==> config.mk <==
export PLATFORM = sky130hd
export DESIGN_NAME = qdac_cmd_rx
export DESIGN_NICKNAME = d
export VERILOG_FILES = /design/src/rtl/qdac_cmd_rx.sv
export SDC_FILE = /design/constraint.sdc
export NUM_CORES = 1
export LEC_CHECK = 0
export ABC_AREA = 1
export CORE_MARGIN = 2
export CORE_UTILIZATION = 56
export CTS_CLUSTER_DIAMETER = 30
export DETAILED_ROUTE_END_ITERATION = 16
export PLACE_DENSITY_LB_ADDON = 0.12
export SLEW_MARGIN = 20
export SYNTH_ARGS = -nofsm -noshare
export SYNTH_HDL_FRONTEND = slang
export SYNTH_SLANG_ARGS = --single-unit
==> constraint.sdc <==
create_clock -name clk -period 2.2 [get_ports clk]
set_input_delay 0.44 -clock clk [delete_from_list [all_inputs] [get_ports clk]]
set_output_delay 0.44 -clock clk [all_outputs]
set_load 0.01 [all_outputs]
==> src/rtl/qdac_cmd_rx.sv <==
module qdac_cmd_rx #(
  parameter int CODE_W      = 8,
  parameter int ADDR_W      = 2,
  parameter int SYNC_STAGES = 2
) (
  input  logic                             clk,
  input  logic                             rst,
  input  logic                             sclk_i,
  input  logic                             sdat_i,
  input  logic                             commit_i,
  input  logic                             update_i,
  output logic [(CODE_W<<ADDR_W)-1:0]      out_code_o,
  output logic [(1<<ADDR_W)-1:0]           out_gain_o,
  output logic                             frame_err_o
);
  localparam int NCH   = 1 << ADDR_W;
  localparam int CMD_W = ADDR_W + 1 + CODE_W;
  localparam int CNT_W = $clog2(CMD_W + 1);
  localparam logic [CNT_W-1:0] FULL = CNT_W'(CMD_W);

  logic [3:0]             stg [SYNC_STAGES];
  logic [3:0]             last_q;
  logic [3:0]             pins_s, fall;
  logic                   sclk_fall, commit_fall, upd_fall, dat;
  logic [CMD_W-1:0]       shreg;
  logic [CNT_W-1:0]       bit_cnt;
  logic [ADDR_W-1:0]      addr;
  logic [NCH*CODE_W-1:0]  in_code;
  logic [NCH-1:0]         in_gain;

  always_ff @(posedge clk) begin
    if (rst) begin
      for (int i = 0; i < SYNC_STAGES; i++) stg[i] <= '0;
      last_q <= '0;
    end else begin
      stg[0] <= {update_i, commit_i, sdat_i, sclk_i};
      for (int i = 1; i < SYNC_STAGES; i++) stg[i] <= stg[i-1];
      last_q <= stg[SYNC_STAGES-1];
    end
  end

  assign pins_s      = stg[SYNC_STAGES-1];
  assign fall        = last_q & ~pins_s;
  assign sclk_fall   = fall[0];
  assign dat         = pins_s[1];
  assign commit_fall = fall[2];
  assign upd_fall    = fall[3];
  assign addr        = shreg[CMD_W-1 -: ADDR_W];

  always_ff @(posedge clk) begin
    if (rst) begin
      shreg       <= '0;
      bit_cnt     <= '0;
      in_code     <= '0;
      in_gain     <= '0;
      frame_err_o <= 1'b0;
    end else begin
      frame_err_o <= 1'b0;
      if (commit_fall) begin
        bit_cnt <= '0;
        if (bit_cnt == FULL) begin
          in_code[addr*CODE_W +: CODE_W] <= shreg[CODE_W-1:0];
          in_gain[addr]                  <= shreg[CODE_W];
        end else begin
          frame_err_o <= 1'b1;
        end
      end else if (sclk_fall) begin
        shreg <= {shreg[CMD_W-2:0], dat};
        if (bit_cnt != FULL) bit_cnt <= bit_cnt + 1'b1;
      end
    end
  end

  always_ff @(posedge clk) begin
    if (rst) begin
      out_code_o <= '0;
      out_gain_o <= '0;
    end else if (upd_fall) begin
      out_code_o <= in_code;
      out_gain_o <= in_gain;
    end
  end
endmodule

==> results.md <==
* Die H at 88.8 um
* Clock transition at path regs at 0.10 ns
* Overflow after GRT at 0
* Core box area at 6870 um2
* Met3 GRT Util at around 4%
* Crit-path max FO at 2
* Die area at about 7900 um2
* Post-Syn Instances at 547
* Flop2flop setup slack at around 0.54 ns
* Setup crit end kind: output port
* Setup bufs post-CTS at 0
* Buf+Inv Stages, Crit Path at 1
* Area fraction of the dominant cell type after synthesis at 49.2%
* Worst Tran Pin Value at ~0.65 ns
* Syn_nets at about 560
* Seq/Total Area, Yosys at 49.2%
* Worst stage delay on the critical path at between 0.5 and 0.6 ns
* Max Fclk at about 600 MHz
* Port Buffer Count at 42
* GRT Util Overall at between 20 and 25%
* TritonCTS Buffers at 9
* ANT cells at 0
* Hold Path Class: reg2reg
* Avg WL per Cell at 11.1 um
* Layout cells sized above 1 at 5.14%
* Final WL at 7550 um
* Relative slew slack at ~57%
* Pin count of the biggest net entering global routing at 83
* Critical path's slowest cell: clkdlybuf4s50_1
* Die X at 88.8 um
* VDD IR-drop max at 0.445 mV
* First-pass DRT Iterations at 4
* Gp weighted congestion at between 0.9 and 1
* I/O pins at 43
* Unrepaired setup endpoints after global routing: no
* Synth warn at 0
* CTS H-tree depth at 3
* Cell Area, Synth at 4030 um2
* Final #Nets at approximately 590
* Final min period at 1.68 ns
* Global-route met1 utilization at between 20% and 30%
* Final setup violation count at 0
* HPWL Detailed at slightly above 5000 um
* Area leader, netlist: dfxtp_1
* GR peak layer: met2
* Clock Skew at between 0.008 and 0.009 ns
* Final Cycle Share at 76.3%
* Antenna violations before repair at 0
* Critical Path Start Type: register
* CTS tree: built
* Layout area overhead at 18.1%
* Row count at 30
* Kind of critical path: reg2out
* Vias in the first global route at 2964
* Hold-fix buffers, CTS at 0
* TNS Setup at 0 ns
* Average size of a mapped cell at ~7.4 um2
* Pins Over Slew Limit at 0
* Power per Cell Area at 744 nW/um2
* Initial Utilization at 58.6%
* Post-CTS sizing at 0
* First-pass GRT wire length at 12900 um
* Outcome: finished clean
* Vias per Instance at 4.87
* Power after layout at about 3500 uW
* Total of max-cap violations at 0
* Met2 Resource Use GR at approximately a third
* Worst Path Arrival at 1.24 ns
* Yosys reg bits at 99
* Post-route ant nets at 0
* DRC at 0
* CP required at 1.76 ns
* Critical path's top delay family: buffers and inverters
* TritonCTS Sinks at 99
* Clk_lat worst skew at between 0.3 and 0.4 ns
* Via count at 3309
* Final hold vios at 0
* Root Driver: clkbuf_8
* DR iter-0 viols at 136
* Crit-path cells: clkdlybuf4s50_1
* CTS Buffer Depth at 2
* Synth top area cells: dfxtp_1, nor2_1, nand2_1
* Yosys cell types at 21
* Leakage at 0.00206 uW
through the flow:
stage	hold slack (ns)	std cells	area, um2	utilization [%]	worst slack (ns)
2_1_floorplan	0.388	547	4030	-	0.594
3_3_place_gp	0.389	664	4490	65.4	0.591
3_5_place_dp	0.392	664	4490	65.4	0.552
4_1_cts	0.405	680	4750	69.2	0.502
5_1_grt	0.431	680	4750	69.2	0.395
6_report	0.405	680	4750	69.2	0.521
logic make-up (layout without fill, tap and decap cells):
kind of cell	count (synthesis)	count (layout)	synth area share, %
compound gates	101	101	12.6
flops	99	99	49.2
simple gates	235	235	24.8
xor+xnor	1	1	0.218
fa+ha+maj	8	8	2.49
buf+inv	103	140	10.7
registers in the layout, summed over array words and instances (netlist names):
signal	cells
out_code_o	32
out_gain_o	4
in_gain	4
frame_err_o	1
shreg	11
in_code	32
last_q	3
bit_cnt	4
stg	8
where the power goes:
group / leakage (uW) / internal (uW) / switching [uW] / total (uW)
Combinational: 0.00113 / 81.1 / 114 / 195
Sequential: 0.000802 / 1830 / 20.7 / 1850
Clock: 0.000127 / 875 / 618 / 1490
Total: 0.00206 / 2780 / 752 / 3540
Yosys cell counts, drive strengths merged:
| master | n |
|---|---|
| buf | 11 |
| xor2 | 1 |
| nor3 | 2 |
| o21ai | 50 |
| clkbuf | 14 |
| nand2 | 99 |
| a21oi | 51 |
| dfxtp | 99 |
| inv | 78 |
| nand4 | 1 |
| nand3 | 23 |
| ha | 8 |
| nor2 | 110 |
layout make-up:
cell class | instances | area, um2
fill | 588 | 2120
sequential | 99 | 1980
multi-input combinational | 345 | 1620
timing repair buffer | 46 | 475
inverter | 78 | 293
clock inverter | 6 | 136
clock buffer | 10 | 128
tap | 96 | 120
final timing paths:
path	endpoint	cells after the start	from
setup / recovery	out_code_o[24]	1	out_code_o[24]$_SDFFE_PP0P_
hold / removal	stg[0][4]$_SDFF_PP0_	2	stg[0][0]$_SDFF_PP0_
setup reg to reg	in_code[13]$_SDFFE_PP0P_	7	shreg[9]$_SDFFE_PP0P_
hold reg to reg	stg[0][4]$_SDFF_PP0_	2	stg[0][0]$_SDFF_PP0_
layout by cell type (no fill, tap or decap):
cell type / n
ha_1: 8
nor3_1: 2
inv_1: 77
bufinv_16: 4
o21ai_0: 50
nor2_4: 2
nor2_1: 106
inv_2: 1
buf_12: 2
nor2_8: 1
xor2_1: 1
clkinvlp_4: 1
dfxtp_1: 99
nand2_1: 97
buf_4: 2
clkbuf_1: 1
nand4_1: 1
nand3_1: 19
nor2_2: 1
a21oi_1: 51
inv_6: 1
nand2_2: 2
clkdlybuf4s50_1: 42
clkbuf_8: 9
nand3_4: 4
layer usage:
metal / wire, um / share of wire, % / vias to the layer above
li1: - / - / 1750
met3: 272 / 3.6 / 16
met5: 0 / 0 / -
met2: 3500 / 46 / 65
met4: 199 / 2.6 / 0
met1: 3580 / 47 / 1478
Power figures use the tool's default switching activity.
